<file path="config.mk">
export PLATFORM = sky130hd
export DESIGN_NAME = dbg_access_lock
export DESIGN_NICKNAME = d
export VERILOG_FILES = /design/src/rtl/dal_pkg.sv /design/src/rtl/dal_pw_check.sv /design/src/rtl/dal_level_reg.sv /design/src/rtl/dal_auth.sv /design/src/rtl/dbg_access_lock.sv
export SDC_FILE = /design/constraint.sdc
export NUM_CORES = 1
export LEC_CHECK = 0
export ABC_AREA = 0
export BUFFER_PORTS_ARGS = -buffer_cell sky130_fd_sc_hd__buf_4
export CAP_MARGIN = 25
export CORE_MARGIN = 2
export CORE_UTILIZATION = 37
export CTS_CLUSTER_DIAMETER = 200
export CTS_CLUSTER_SIZE = 30
export DETAILED_ROUTE_END_ITERATION = 10
export GPL_TIMING_DRIVEN = 0
export PLACE_DENSITY = 0.85
export SLEW_MARGIN = 10
export SYNTH_ARGS = -nofsm -noshare
export SYNTH_HDL_FRONTEND = slang
export SYNTH_SLANG_ARGS = --single-unit
export TNS_END_PERCENT = 20
</file>
<file path="constraint.sdc">
create_clock -name clk -period 2.1 [get_ports clk]
set_input_delay 0.42 -clock clk [delete_from_list [all_inputs] [get_ports clk]]
set_output_delay 0.42 -clock clk [all_outputs]
set_load 0.02 [all_outputs]
</file>
<file path="src/rtl/dal_pkg.sv">
package dal_pkg;

  typedef enum logic [1:0] {
    LVL_OPEN   = 2'd0,
    LVL_PWLOCK = 2'd1,
    LVL_FUSED  = 2'd2,
    LVL_SEALED = 2'd3
  } lvl_e;

  typedef enum logic [1:0] {
    CMD_REOPEN = 2'd0,
    CMD_PWLOCK = 2'd1,
    CMD_FUSE   = 2'd2,
    CMD_SEAL   = 2'd3
  } cmd_e;

  localparam logic SRC_DBG  = 1'b0;
  localparam logic SRC_BOOT = 1'b1;

  // Level after a command; weaker targets are refused except the reopen path.
  function automatic lvl_e next_level(lvl_e cur, cmd_e c, logic boot_ok);
    lvl_e r;
    r = cur;
    case (c)
      CMD_PWLOCK: if (cur == LVL_OPEN) r = LVL_PWLOCK;
      CMD_FUSE:   if (cur == LVL_OPEN || cur == LVL_PWLOCK) r = LVL_FUSED;
      CMD_SEAL:   if (cur == LVL_FUSED) r = LVL_SEALED;
      default:    if (cur == LVL_FUSED && boot_ok) r = LVL_PWLOCK;
    endcase
    return r;
  endfunction

  function automatic logic dbg_allowed(lvl_e l, logic dbg_ok, logic boot_ok);
    case (l)
      LVL_OPEN:   return dbg_ok | boot_ok;
      LVL_PWLOCK: return dbg_ok;
      default:    return 1'b0;
    endcase
  endfunction

  function automatic logic boot_allowed(lvl_e l, logic boot_ok);
    return (l != LVL_SEALED) && boot_ok;
  endfunction

endpackage

</file>
<file path="src/rtl/dal_pw_check.sv">
module dal_pw_check
  import dal_pkg::*;
#(
  parameter int NWORDS = 4,
  parameter int WORD_W = 16
) (
  input  logic                     clk,
  input  logic                     rst_n,
  input  logic                     enable,
  input  logic [NWORDS*WORD_W-1:0] key_store,
  input  logic                     pw_valid,
  input  logic                     pw_src,
  input  logic [WORD_W-1:0]        pw_word,
  output logic                     ev_ok,
  output logic                     ev_fail,
  output logic                     busy
);
  localparam int IDX_W = (NWORDS > 1) ? $clog2(NWORDS) : 1;
  localparam logic [IDX_W-1:0] LAST = IDX_W'(NWORDS - 1);

  logic [IDX_W-1:0]  idx;
  logic              src_q;
  logic [WORD_W-1:0] exp_word;
  logic              take, word_bad;

  assign exp_word = key_store[idx*WORD_W +: WORD_W];
  assign take     = enable && pw_valid;
  assign word_bad = (pw_word != exp_word) || (busy && pw_src != src_q);
  assign ev_fail  = take && word_bad;
  assign ev_ok    = take && !word_bad && (idx == LAST);

  always_ff @(posedge clk or negedge rst_n) begin
    if (!rst_n) begin
      idx   <= '0;
      busy  <= 1'b0;
      src_q <= SRC_DBG;
    end else if (!enable || ev_fail || ev_ok) begin
      idx  <= '0;
      busy <= 1'b0;
    end else if (take) begin
      idx  <= idx + 1'b1;
      busy <= 1'b1;
      if (!busy) src_q <= pw_src;
    end
  end
endmodule

</file>
<file path="src/rtl/dal_level_reg.sv">
module dal_level_reg
  import dal_pkg::*;
(
  input  logic       clk,
  input  logic       por_n,
  input  logic       cmd_valid,
  input  logic [1:0] cmd_code,
  input  logic       boot_auth,
  output lvl_e       level,
  output logic       changed,
  output logic       to_sealed,
  output logic       reopen_ok
);
  lvl_e nxt;

  always_comb begin
    nxt       = cmd_valid ? next_level(level, cmd_e'(cmd_code), boot_auth) : level;
    changed   = (nxt != level);
    to_sealed = changed && (nxt == LVL_SEALED);
    reopen_ok = cmd_valid && (cmd_e'(cmd_code) == CMD_REOPEN) &&
                (level == LVL_FUSED) && boot_auth;
  end

  // Models fuse state: only the power-on reset clears it.
  always_ff @(posedge clk or negedge por_n) begin
    if (!por_n) level <= LVL_OPEN;
    else        level <= nxt;
  end
endmodule

</file>
<file path="src/rtl/dal_auth.sv">
module dal_auth
  import dal_pkg::*;
(
  input  logic clk,
  input  logic rst_n,
  input  logic ev_ok,
  input  logic ev_fail,
  input  logic ev_src,
  input  logic lvl_changed,
  input  logic to_sealed,
  output logic dbg_auth,
  output logic boot_auth
);
  always_ff @(posedge clk or negedge rst_n) begin
    if (!rst_n) begin
      dbg_auth  <= 1'b0;
      boot_auth <= 1'b0;
    end else begin
      if (ev_ok && ev_src == SRC_DBG)    dbg_auth  <= 1'b1;
      if (ev_ok && ev_src == SRC_BOOT)   boot_auth <= 1'b1;
      if (ev_fail && ev_src == SRC_DBG)  dbg_auth  <= 1'b0;
      if (ev_fail && ev_src == SRC_BOOT) boot_auth <= 1'b0;
      if (lvl_changed) dbg_auth  <= 1'b0;
      if (to_sealed)   boot_auth <= 1'b0;
    end
  end
endmodule

</file>
<file path="src/rtl/dbg_access_lock.sv">
module dbg_access_lock
  import dal_pkg::*;
#(
  parameter int NWORDS = 4,
  parameter int WORD_W = 16
) (
  input  logic                     clk,
  input  logic                     por_n,
  input  logic                     rst_n,
  input  logic [NWORDS*WORD_W-1:0] key_store,
  input  logic                     pw_valid,
  input  logic                     pw_src,
  input  logic [WORD_W-1:0]        pw_word,
  input  logic                     cmd_valid,
  input  logic [1:0]               cmd_code,
  output logic                     dbg_grant,
  output logic                     boot_grant,
  output logic [1:0]               lock_level,
  output logic                     pw_err,
  output logic                     pw_busy
);
  logic soft_n;
  lvl_e level;
  logic ev_ok, ev_fail, ev_ok_dbg;
  logic lvl_changed, to_sealed, reopen_ok;
  logic dbg_auth, boot_auth;

  assign soft_n    = rst_n && por_n;
  assign ev_ok_dbg = ev_ok && (pw_src == SRC_DBG);

  dal_pw_check #(.NWORDS(NWORDS), .WORD_W(WORD_W)) u_check (
    .clk(clk), .rst_n(soft_n), .enable(level != LVL_SEALED),
    .key_store(key_store), .pw_valid(pw_valid), .pw_src(pw_src),
    .pw_word(pw_word), .ev_ok(ev_ok), .ev_fail(ev_fail), .busy(pw_busy)
  );

  dal_level_reg u_level (
    .clk(clk), .por_n(por_n), .cmd_valid(cmd_valid), .cmd_code(cmd_code),
    .boot_auth(boot_auth), .level(level), .changed(lvl_changed),
    .to_sealed(to_sealed), .reopen_ok(reopen_ok)
  );

  dal_auth u_auth (
    .clk(clk), .rst_n(soft_n), .ev_ok(ev_ok), .ev_fail(ev_fail),
    .ev_src(pw_src), .lvl_changed(lvl_changed), .to_sealed(to_sealed),
    .dbg_auth(dbg_auth), .boot_auth(boot_auth)
  );

  always_ff @(posedge clk or negedge soft_n) begin
    if (!soft_n)      pw_err <= 1'b0;
    else if (ev_fail) pw_err <= 1'b1;
  end

  assign lock_level = level;
  assign dbg_grant  = dbg_allowed(level, dbg_auth, boot_auth);
  assign boot_grant = boot_allowed(level, boot_auth);
endmodule

</file>
### Yosys cells after proc, flatten, opt, wreduce, memory -nomap -nowiden

Cells that the tools add are included.

| storage, ports and cells | value |
|---|---|
| register bits after elaboration | 9 |
| input port bits | 88 |
| output and inout bits | 6 |
| logic and storage cells | 65 |

| cells by class | value |
|---|---|
| add/sub/neg operators | 1 |
| equal/unequal tests | 11 |
| shift operators | 1 |
| multiplexer cells | 17 |
| bitwise logic cells | 4 |
| reduce and logical (&&, ||, !) cells | 24 |

Operator list:

| cell | count |
|---|---|
| indexed part select 64 x 7 -> 16 bit | 1 |
| != test 16 bit | 1 |
| 2-to-1 mux 2 bit | 7 |
| logical AND 1 bit | 13 |
| == test 2 bit, second input constant | 5 |
| 2-to-1 mux 1 bit | 8 |
| case mux 2 bit (3 select lines) | 1 |
| nonzero test 3 bit | 2 |
| == test 2 x 1 -> 1 bit, second input constant | 2 |
| logical OR 1 bit | 4 |
| NOT 1 bit | 3 |
| AND reduction 3 bit | 1 |
| adder 2 x 1 -> 2 bit, second input constant | 1 |
| zero test 1 bit | 2 |
| zero test 2 bit | 1 |
| != test 2 bit | 1 |
| != test 2 bit, second input constant | 1 |
| case mux 1 bit (2 select lines) | 1 |
| nonzero test 2 bit | 1 |
| != test 1 bit | 1 |
| bitwise OR 1 bit | 1 |

### Longest topological paths before layout

| logic depth | value |
|---|---|
| depth after elaboration | 10 |
| gate-level depth with buffers | 8 |
| mapped depth without buffers | 6 |

### Modules after synthesis

A second synthesis with hierarchy kept.

| unflattened totals | value |
|---|---|
| cells, all modules | 131 |
| area total of the unflattened synthesis | 1282.5 um^2 |

Modules (own cells, without submodules):

| module | times used | cells each | area an instance (um^2) | sequential area each (um^2) |
|---|---|---|---|---|
| dal_pw_check | 1 | 93 | 944.7 | 100.1 |
| dal_level_reg | 1 | 22 | 170.2 | 50.0 |
| dal_auth | 1 | 8 | 91.3 | 50.0 |
| dbg_access_lock | 1 | 8 | 76.3 | 25.0 |

### Least setup slack after synthesis

No wires, ideal clock.

| timing path | value |
|---|---|
| path kind | register -> register |
| start | register u_check.idx[1] |
| end | register u_check.src_q |
| data arrival time | 2.121 ns |
| slack | -0.149 ns |
| stages on the path, launching flop included | 9 |
| path buffers | 2 |
| clock period less this slack | 2.249 ns |
| cells stage by stage | dfrtp_1 -> buf_2 -> buf_2 -> mux4_1 -> xnor2_1 -> nand4_1 -> nor4_2 -> nand4b_1 -> mux2_1 |

| on the way | value |
|---|---|
| cells in the longest elaborated chain, start to end | 9 |

Ends and longest elaborated chain:

| item | RTL line | text |
|---|---|---|
| from (decl) | dal_pw_check.sv:21 | `logic [IDX_W-1:0] idx;` |
| from (signal assigned) | dal_pw_check.sv:41 | `idx <= idx + 1'b1;` |
| indexed part select 64 x 7 -> 16 bit | dal_pw_check.sv:26 | `assign exp_word = key_store[idx*WORD_W +: WORD_W];` |
| != test 16 bit | dal_pw_check.sv:28 | `assign word_bad = (pw_word != exp_word) \|\| (busy && pw_src != src_q);` |
| logical OR 1 bit | dal_pw_check.sv:28 |  |
| zero test 1 bit | dal_pw_check.sv:30 | `assign ev_ok = take && !word_bad && (idx == LAST);` |
| logical AND 1 bit (2 in a row) | dal_pw_check.sv:30 |  |
| logical OR 1 bit * | dal_pw_check.sv:37 | `end else if (!enable \|\| ev_fail \|\| ev_ok) begin` |
| NOT 1 bit (no line) * | - |  |
| AND reduction 3 bit (no line) * | - |  |
| to (signal assigned) | dal_pw_check.sv:43 | `if (!busy) src_q <= pw_src;` |
| to (decl) | dal_pw_check.sv:22 | `logic src_q;` |

Mark *: on every way between the ends. The rest lies on a longest branch, timed or not.
A chain may end at the register's enable or synchronous reset.

### Worst setup path after layout

| timing path | value |
|---|---|
| start | register u_check.idx[0] |
| end | register u_check.src_q |

The elaborated chain is that of the path after synthesis.

==> reports/qor.csv <==
metric;value;unit
post-layout power;0.530;mW
Worst path max stage delay;0.52;ns
first-pass GRT wire length;6620;um
Worst-Skew Late Latency;0.25;ns
max-cap viol count;0;
fraction of layout cells with a size suffix above 1;53.8;%
initial DRC count;66;
clock-pin slew on the worst setup and hold paths;0.06;ns
mux share of post-synthesis cell area;33.7;%
gp weighted congestion;0.787;
number of global-route vias before repair;1437;
RR Startpoint;u_check.idx[0];
failing checks;negative setup slack;
number of remaining DRC errors;0;
initial antenna violation count;0;
status;finished, violations left;
fin util;65.5;%
Synth Area in Adders;0.995;%
ys flop type;dfrtp_1;
register bit total from synthesis;9;
Critical Path RT;2.24;ns
Post-synth EDFFs;0;
Fin Setup TNS;-0.863;ns
Flop pwr share;32.9;%
Compound-Gate Fraction of Synth Area;18.9;%
Combinational Power Share;43.2;%
switching power;0.131;mW
top cell type's share of synthesized area;17.9;%
nature of the critical path endpoint;flip-flop;
initial core utilization;38.0;%
Die X;62.3;um
final WL;3920;um
Final Cycle Share;111;%
n_diodes;0;
crit path DAT;2.47;ns
post-layout net count;328;
Syn-to-layout area delta;72.3;%
clock tree buffer depth;2;
internal power;0.399;mW
cells taking the most area after synthesis;dfrtp_1, mux2i_1, mux4_2;
top-count cell post-synth;mux2i_1;
GR Util All Layers;20.7;%
Slew Limit Fails;0;
Max IR drop VDD;0.000221;V
Startpoint Class;flip-flop;
post-route ant nets;0;
DP HPWL;3170;um
Port Buffers;93;
Net Sw Frac;24.7;%
sequential area share after synthesis;17.9;%
htree depth;1;
synthesized area;0.00126;mm2
Final Setup Violations;6;
Final Hold Viols;0;
Rows;21;
Die Y;62.3;um
detailed-router iteration count before antenna repair;4;
largest family of logic cells by synthesized area;multiplexers;
Mapped Cells;131;
Fin Clk Skew;0.000993;ns
Slew headroom;72.7;%
synthesized area per cell;9.60;um2
RSZ-0062 raised after global routing;yes;
CP Cell Sequence;buf_6, buf_8, mux4_2, xnor2_2, o21ai_2, nor4_4, nand4b_1, mux2_1;
LEAKAGE;0.981;nW
Root Buffer;clkbuf_4;
via count;1493;
Clock Sinks;9;
minimum clock period;2.33;ns
non-filler instance count after layout;284;
largest area contributor in the netlist;dfrtp_1;
CTS tree;yes;
Crit-path slowest cell;mux4_2;
Place WS;-0.372;ns
pwr dens;245;mW/mm2
Synth cell types;45;
Placed Instances;270;
I/O pin count;94;
Post-Synthesis Net Count;220;
number of vias per cell;5.26;
Hold Path Class;input port to async pin;
global route overflow;0;
Synth Area in Simple Gates;16.4;%
fin worst setup slack;-0.233;ns
largest net degree at the start of global routing;11;
Core ar.;0.00331;mm2
post-synthesis async set-or-reset flop share;100;%
Reg2Reg Depth;8;
synth warn;0;
wire per inst;13.8;um
XOR/XNOR Fraction of Synth Area;6.97;%
Clk pwr share;24.0;%
Max Clock Freq;429;MHz
Num CTS Buffers;3;
Crit Path Class;flip-flop to flip-flop;
CP max FO;7;
Slew @ Worst Pin;0.409;ns
CP startpoint;u_check.idx[0];
die area;0.00388;mm2
synth cell count leaders;mux2i_1, nand2_1, dfrtp_1, o21ai_0, xnor2_1;
## per-layer routing
layer  global-route usage (%)  up-vias  wire, um
met5                        0        -         0
met4                     3.33        0        46
met3                     5.80        4       285
met2                     38.3       59      2100
met1                     24.1      701      1500
li1                         -      729         -
## registers in the layout, summed over array words and instances, names as in the netlist
register	flops
pw_err	1
u_auth.boot_auth	1
u_auth.dbg_auth	1
u_check.busy	1
u_check.idx	2
u_check.src_q	1
u_level.level	2
## stage by stage
stage	cell area [um2]	hold WS [ns]
2_1_floorplan	1260	0.124
3_3_place_gp	2020	0.206
3_5_place_dp	2020	0.207
4_1_cts	2160	0.152
5_1_grt	2170	0.176
6_report	2170	0.153
## critical path, delay by kind of cell, from the launching register on
family                    cells  cell delay, ns
xor gates and xnor gates      1            0.16
muxes                         2            0.84
buffers and inverters         2            0.26
AOI/OAI and AO/OA             1            0.11
DFF                           1            0.36
and+or+nand+nor               2            0.48
## power by group through the flow
stage          clock network, mW  logic (mW)  registers, mW
2_1_floorplan                  0      0.0705          0.178
3_3_place_gp                   0       0.209          0.177
3_5_place_dp                   0       0.215          0.177
4_1_cts                    0.132       0.226          0.174
5_1_grt                    0.139       0.249          0.174
6_report                   0.127       0.229          0.174
## cell families (layout without fill, tap and decap cells)
logic type                 count (synthesis)  after routing
and+or+nand+nor                           37             37
AOI/OAI and AO/OA                         34             34
muxes                                     28             28
buffers and inverters                     12            119
xor gates and xnor gates                  10             10
DFF                                        9              9
adders and majority gates                  1              1
## worst paths after layout
| check | endpoint | slack (ns) |
|---|---|---|
| worst max register to register | u_check.src_q | -0.23 |
| worst min-delay path | u_check.src_q | 0.15 |
| worst min register to register | pw_err | 0.47 |
| worst max-delay path | u_check.src_q | -0.23 |
| max in group asynchronous | pw_err | 1.13 |
| min in group clk | u_auth.boot_auth | 0.41 |
## repair_timing
action | CTS | global route
pin swaps | 5 | 4
setup buffers | 8 | 1
endpoints found under the hold margin | 2 | 0
hold buffers | 1 | 0
endpoints found under the setup margin | 7 | 7
gates resized for setup | 11 | 1
## cell usage in the layout, fill, tap and decap left out, drive strengths merged, types with 2 or more instances in the layout
| cell | count |
|---|---|
| nor4 | 3 |
| inv | 5 |
| nor2 | 6 |
| a22oi | 3 |
| nand2 | 11 |
| a21o | 2 |
| xor2 | 3 |
| a21oi | 5 |
| and2 | 3 |
| a22o | 2 |
| buf | 106 |
| mux2 | 3 |
| nor2b | 2 |
| clkbuf | 7 |
| xnor2 | 7 |
| mux2i | 15 |
| o22a | 2 |
| nand4 | 2 |
| nand3 | 4 |
| dfrtp | 9 |
| o21ai | 10 |
| o22ai | 2 |
| mux4 | 10 |
## cell type report
| cell class | instances | area (um2) |
|---|---|---|
| plain buffers | 7 | 63.8 |
| repair buffers | 103 | 776 |
| flip-flops and latches | 9 | 225 |
| fillers | 295 | 1140 |
| well taps | 46 | 57.6 |
| clock buffers | 4 | 26.3 |
| inverters | 5 | 18.8 |
| multi-input cells | 110 | 1000 |
Power figures use the tool's default switching activity.
